File: config.mk
export PLATFORM = sky130hd
export DESIGN_NAME = byte_packetizer
export DESIGN_NICKNAME = d
export VERILOG_FILES = /design/src/rtl/byte_packetizer.sv
export SDC_FILE = /design/constraint.sdc
export NUM_CORES = 1
export LEC_CHECK = 0
export ABC_CLOCK_PERIOD_IN_PS = 5300
export BUFFER_PORTS_ARGS = -buffer_cell sky130_fd_sc_hd__buf_2
export CAP_MARGIN = 15
export CORE_UTILIZATION = 59
export CTS_CLUSTER_SIZE = 8
export DETAILED_ROUTE_END_ITERATION = 16
export PLACE_DENSITY = 0.76
export RECOVER_POWER = 25
export SLEW_MARGIN = 30
export SYNTH_ARGS = -nofsm -noshare
export SYNTH_HDL_FRONTEND = slang
export SYNTH_SLANG_ARGS = --single-unit
export TNS_END_PERCENT = 10
File: constraint.sdc
create_clock -name clk -period 5.3 [get_ports clk]
set_input_delay 0.53 -clock clk [delete_from_list [all_inputs] [get_ports clk]]
set_output_delay 0.53 -clock clk [all_outputs]
set_load 0.01 [all_outputs]
File: src/rtl/byte_packetizer.sv
module byte_packetizer #(
  parameter int DEPTH      = 16,
  parameter int MAX_LEN    = 256,
  parameter int GAP_CYCLES = 1000
) (
  input  logic       clk,
  input  logic       rst_n,
  input  logic [7:0] in_data,
  input  logic       in_flush,
  input  logic       in_valid,
  output logic       in_ready,
  output logic [7:0] out_tdata,
  output logic       out_tvalid,
  input  logic       out_tready,
  output logic       out_tlast
);
  localparam int AW = (DEPTH > 1) ? $clog2(DEPTH) : 1;
  localparam int LV = $clog2(DEPTH + 1);
  localparam int CW = $clog2(MAX_LEN) + 1;
  localparam int GW = $clog2(GAP_CYCLES + 1) + 1;

  logic [8:0]    mem [DEPTH];
  logic [AW-1:0] wr_ptr, rd_ptr;
  logic [LV-1:0] level;
  logic [CW-1:0] beat_cnt;
  logic [GW-1:0] gap_cnt;
  logic [8:0]    head;
  logic          push, pop, head_flush, at_limit;

  assign in_ready   = (level != LV'(DEPTH));
  assign push       = in_valid && in_ready;
  assign head       = mem[rd_ptr];
  assign head_flush = head[8];
  assign out_tdata  = head[7:0];
  assign at_limit   = (beat_cnt == CW'(MAX_LEN - 1));
  assign out_tlast  = head_flush || at_limit;
  assign out_tvalid = (level != '0) && (gap_cnt == '0);
  assign pop        = out_tvalid && out_tready;

  always_ff @(posedge clk) begin
    if (push) mem[wr_ptr] <= {in_flush, in_data};
  end

  always_ff @(posedge clk) begin
    if (!rst_n) begin
      wr_ptr <= '0;
      rd_ptr <= '0;
      level  <= '0;
    end else begin
      if (push) wr_ptr <= (wr_ptr == AW'(DEPTH - 1)) ? '0 : wr_ptr + 1'b1;
      if (pop)  rd_ptr <= (rd_ptr == AW'(DEPTH - 1)) ? '0 : rd_ptr + 1'b1;
      if (push && !pop)      level <= level + 1'b1;
      else if (pop && !push) level <= level - 1'b1;
    end
  end

  always_ff @(posedge clk) begin
    if (!rst_n) begin
      beat_cnt <= '0;
      gap_cnt  <= '0;
    end else begin
      if (pop) beat_cnt <= out_tlast ? '0 : beat_cnt + 1'b1;
      if (pop && head_flush && GAP_CYCLES > 0) gap_cnt <= GW'(GAP_CYCLES);
      else if (gap_cnt != '0)                  gap_cnt <= gap_cnt - 1'b1;
    end
  end

  logic [CW-1:0] seen_q;
  always_ff @(posedge clk) begin
    if (!rst_n)                    seen_q <= '0;
    else if (out_tvalid && out_tready) seen_q <= out_tlast ? '0 : seen_q + 1'b1;
  end


  hold_under_stall_chk: assert property (@(posedge clk) disable iff (!rst_n)
    out_tvalid && !out_tready |=> out_tvalid && $stable(out_tdata) && $stable(out_tlast));


  full_persists_chk: assert property (@(posedge clk) disable iff (!rst_n)
    !in_ready && !(out_tvalid && out_tready) |=> !in_ready);


  length_limit_chk: assert property (@(posedge clk) disable iff (!rst_n)
    out_tvalid && seen_q == CW'(MAX_LEN - 1) |-> out_tlast);


  gap_after_flush_chk: assert property (@(posedge clk) disable iff (!rst_n)
    pop && head_flush && (GAP_CYCLES > 0) |=> !out_tvalid);
endmodule

Yosys cells after proc, flatten, opt, wreduce, memory -nomap -nowiden
Memory sizes are Yosys's and may differ from the RTL's. A register that Yosys moved wholly into a read port is not among the register bits.
Cells that the tools add are included.
- mux-type cells: 11
- bitwise operators: 1
- $add $sub $neg: 6
- reductions and logical operators: 15
- equal/unequal tests: 4
- operators with widths (cell ; number):
    $mux W10 ; 2
    $mux W4 ; 4
    $logic_not A11 Y1 ; 1
    $reduce_bool A11 Y1 ; 1
    $sub A11 B1 Y11 const B ; 1
    $mux W5 ; 2
    $add A9 B1 Y9 const B ; 1
    $eq A9 B8 Y1 const B ; 1
    $mux W9 ; 1
    $add A4 B1 Y4 const B ; 2
    $eq A4 B4 Y1 const B ; 2
    $logic_and A1 B1 Y1 ; 6
    $add A5 B1 Y5 const B ; 1
    $ne A5 B5 Y1 const B ; 1
    $reduce_bool A5 Y1 ; 1
    $sub A5 B1 Y5 const B ; 1
    $reduce_bool A2 Y1 ; 2
    $logic_not A1 Y1 ; 2
    $mux W1 ; 2
    $reduce_or A2 Y1 ; 1
    $logic_or A1 B1 Y1 ; 1
    $not A1 Y1 ; 1
- logic and storage cells: 44
- output and inout bits: 11
- bits in writable memories: 144
- memories: 1
- bits of input ports: 13
- register bits: 33
- memories (memory ; words ; width ; read ports ; clocked after memory_dff ; write ports ; RTL line ; source):
    mem ; 16 ; 9 ; 1 ; 1 ; 1 ; 22 ; logic [8:0] mem [DEPTH];

Longest topological paths before layout
- depth after elaboration: 6
- depth in mapped cells: 14
- gate-level depth less buffers: 13

Least setup slack after synthesis
No wires, ideal clock.
- path kind: register to register
- start: register level[0]
- end: register level[4]
- stages on the path, launching flop included: 14
- path buffers: 1
- data required time: 5.230 ns
- period minus slack after synthesis: 2.953 ns
- path slack: 2.347 ns
- setup time: 0.070 ns
- arrival time: 2.882 ns
- cell sequence: dfxtp_1 > or4_1 > o21ai_0 > nor2_2 > inv_2 > buf_6 > ha_1 > inv_1 > fa_1 > a21o_1 > a21oi_1 > xnor2_1 > or3_1 > a21oi_1
- cells in the longest elaborated chain, start to end: 6
- elaborated cells between the ends (all ways): 14
- classes of those cells: add/sub (2); eq/ne (1); mux (2); reduce/logical (9)
- RTL lines (element ; RTL line ; source):
    start: declaration ; 24 ; logic [LV-1:0] level;
    start signal: assignment ; 52 ; if (push && !pop) level <= level + 1'b1;
    start signal: assignment ; 53 ; else if (pop && !push) level <= level - 1'b1;
    branches (longest 6 deep; another with $sub A5 B1 Y5) ; -- ;
Several ways; the timed one is not identified. The select of a mux whose other input is x is not followed.
A chain may end at the register's enable or synchronous reset.

==> impl_metrics.env <==
export IMPL_status="completed"
export IMPL_cts_root_buf="clkbuf_16"
export IMPL_die_width_um=114
export IMPL_p_per_area_nw_per_um2=423
export IMPL_end_kind="output port"
export IMPL_cts_resized=0
export IMPL_slowest_delay_ns=0.90
export IMPL_seqCellArea_um2=5070
export IMPL_total_power_mw=3.51
export IMPL_h_tree_depth=4
export IMPL_period_share_pct=66.0
export IMPL_post_route_drc_count=0
export IMPL_cp_top_family="multiplexers"
export IMPL_cts_path_max_buffers=2
export IMPL_grt_max_degree=30
export IMPL_max_freq_mhz=286
export IMPL_synth_area_leaders="edfxtp_1 (58%), mux4_2 (10%), dfxtp_1 (10%)"
export IMPL_ys_seq_area_share_pct=68.4
export IMPL_start_util_pct=61.2
export IMPL_num_vias=4023
export IMPL_clk_pin_slew_worst_paths_ns=0.06
export IMPL_dp_hpwl_um=8880
export IMPL_setup_tns_ns=0
export IMPL_holdBufCountCts=0
export IMPL_place_congestion=0.786
export IMPL_dp_cells=624
export IMPL_crit_chain="buf_4 > mux4_2 > mux4_1 > buf_2"
export IMPL_finish_utilization_pct=68.5
export IMPL_hp_class="reg2reg"
export IMPL_drtPass1Iterations=7
export IMPL_worst_slew_pin_slew_ns=0.986
export IMPL_skew_ns=0.0121
export IMPL_grt_usage_pct=24.9
export IMPL_dp_worst_setup_slack_ns=2.01
export IMPL_grt_pass1_wl_um=22700
export IMPL_maxCapViolCount=0
export IMPL_drive_above_1_share_pct=22.3
export IMPL_post_cts_buffers=0
export IMPL_avgRoutedWirePerCell_um=22.1
export IMPL_placed_area_um2=7730
export IMPL_num_fill_cells=813
export IMPL_overflow=0
export IMPL_clock_latency_ns=0.43
export IMPL_slew_headroom_pct=34.0
export IMPL_wirelength_um=14600
export IMPL_fin_crit_ns=3.50
export IMPL_avgViaCountPerCell=6.10
export IMPL_yosysUniqueCellTypes=47
export IMPL_final_area_um2=8300
export IMPL_finalHoldViolations=0
export IMPL_cts_made_buffers=17
export IMPL_die_h_um=114
export IMPL_synthCells=439
export IMPL_required_ns=4.77
export IMPL_cp_slowest_cell="dfxtp_2"
export IMPL_multiInputGateArea_um2=2220
export IMPL_synth_nets=466
export IMPL_crit_arrival_ns=2.97
export IMPL_ant_nets=0
export IMPL_antenna_found_initial=2
export IMPL_grt_pass1_vias=4085
export IMPL_setup_viol=0
export IMPL_clock_sinks=181
export IMPL_cts_tree="done"
export IMPL_synth_top_area_cell="edfxtp_1"
export IMPL_p_leak_nw=2.73
export IMPL_area_delta_synth_final_pct=12.0
export IMPL_worstSetupStartpointType="flip-flop"
export IMPL_drt_iter0_drc=347
export IMPL_timing_hold_ws_ns=0.454
export IMPL_synth_area_um2=7410
export IMPL_ys_seq_elements=181
export IMPL_fin_cells=659
export IMPL_fin_nets=502
export IMPL_avgSynthCellArea_um2=16.9
export IMPL_drv_slew=0
export IMPL_worst_path_buf_inv=2
export IMPL_finalWorstSetupSlack_ns=1.80
export IMPL_die_area_um2=13000
export IMPL_yosys_warnings=0
export IMPL_netlist_area_leader_share_pct=58.4
export IMPL_path_max_fanout=24
export IMPL_fp_row_count=40
export IMPL_crit_type="reg2out"
export IMPL_rsz0062_at_grt="false"
export IMPL_portBuffers=23
export IMPL_pin_count=24
export IMPL_vdd_drop_max_mv=0.481
export IMPL_core_area_um2=12100
[registers in the layout, indices dropped and copies added, names as in the netlist, named ones only]
| name | count |
|---|---|
| level | 5 |
| wr_ptr | 4 |
| beat_cnt | 9 |
| rd_ptr | 4 |
| gap_cnt | 11 |
| mem | 144 |
[layout by cell type (no fill, tap or decap), types with 3 or more instances in the layout]
cell | synthesis | routed
xnor2_1 | 5 | 5
nand3_1 | 9 | 9
xor2_1 | 8 | 8
clkbuf_1 | 11 | 7
a21oi_1 | 21 | 21
nor2_2 | 1 | 5
nor2_1 | 43 | 39
diode_2 | 0 | 3
nand2_1 | 23 | 23
dfxtp_1 | 37 | 36
inv_1 | 8 | 7
o21ai_0 | 6 | 6
mux4_2 | 34 | 34
inv_6 | 0 | 3
mux2i_1 | 4 | 4
clkinv_2 | 0 | 5
mux4_1 | 10 | 10
a221o_1 | 5 | 5
clkinv_1 | 0 | 3
ha_1 | 13 | 13
or3_1 | 6 | 6
edfxtp_1 | 144 | 144
buf_4 | 0 | 13
clkbuf_16 | 0 | 17
buf_2 | 3 | 17
nor3_1 | 8 | 8
a31oi_1 | 3 | 3
[worst paths after layout]
kind	start	to	slack, ns	cells after the start
max reg2reg	gap_cnt[5]	level[4]	1.90	12
max	flip-flop	out_tdata[6]	1.80	4
min reg2reg	beat_cnt[8]	beat_cnt[8]	0.45	2
min	beat_cnt[8]	beat_cnt[8]	0.45	2
[synthesized netlist by cell type (all sizes together)]
library cell	n
nand2	23
nor2b	2
fa	1
or4	2
nand3	9
a21boi	1
a221o	5
mux2	1
nand2b	2
nor2	44
a31oi	3
a21o	2
mux2i	5
buf	8
a22oi	1
nand4b	3
edfxtp	144
and2	1
o21ai	6
and3	2
a22o	1
xor2	8
mux4	44
or3	6
nor4	3
dfxtp	37
a21oi	21
clkbuf	11
nand3b	1
a41oi	1
nor3	9
or2	2
xnor2	5
nand4	2
inv	9
nor4b	1
ha	13
[logic make-up after synthesis]
group                    share of synthesized area [%]
AO/OA/AOI/OAI                                     3.46
flip-flops                                        68.4
AND/OR/NAND/NOR                                   7.55
adder cells (fa/ha/maj)                           2.47
XOR/XNOR                                          1.54
multiplexers                                      14.8
buffers and inverters                             1.87
[cell type report]
type | instances | share of cell area [%]
clock inverter | 14 | 1.61
timing repair buffer | 36 | 2.47
clock buffer | 18 | 5.17
inverter | 9 | 0.407
multi-input combinational | 230 | 26.7
sequential | 181 | 61.0
antenna | 3 | 0.0904
tap | 168 | 2.53
[per-layer routing]
| metal | GRT usage (%) | share of wire [%] | vias to the layer above |
|---|---|---|---|
| met5 | 0 | 0 | - |
| met4 | 9.87 | 1.7 | 0 |
| met3 | 6.83 | 6.7 | 22 |
| met2 | 38.8 | 49 | 130 |
| met1 | 33.9 | 43 | 2064 |
| li1 | - | - | 1807 |
[power breakdown]
| group | internal (mW) | switching [mW] |
|---|---|---|
| clock network | 0.690 | 0.518 |
| logic | 0.294 | 0.314 |
| registers | 1.61 | 0.0884 |
[worst min-delay path, delay by kind of cell (launching register included)]
kind            cells  cell delay [ns]
simple gates        1             0.05
compound gates      1             0.05
flops               1             0.31
(Power assumes the default switching activity.)
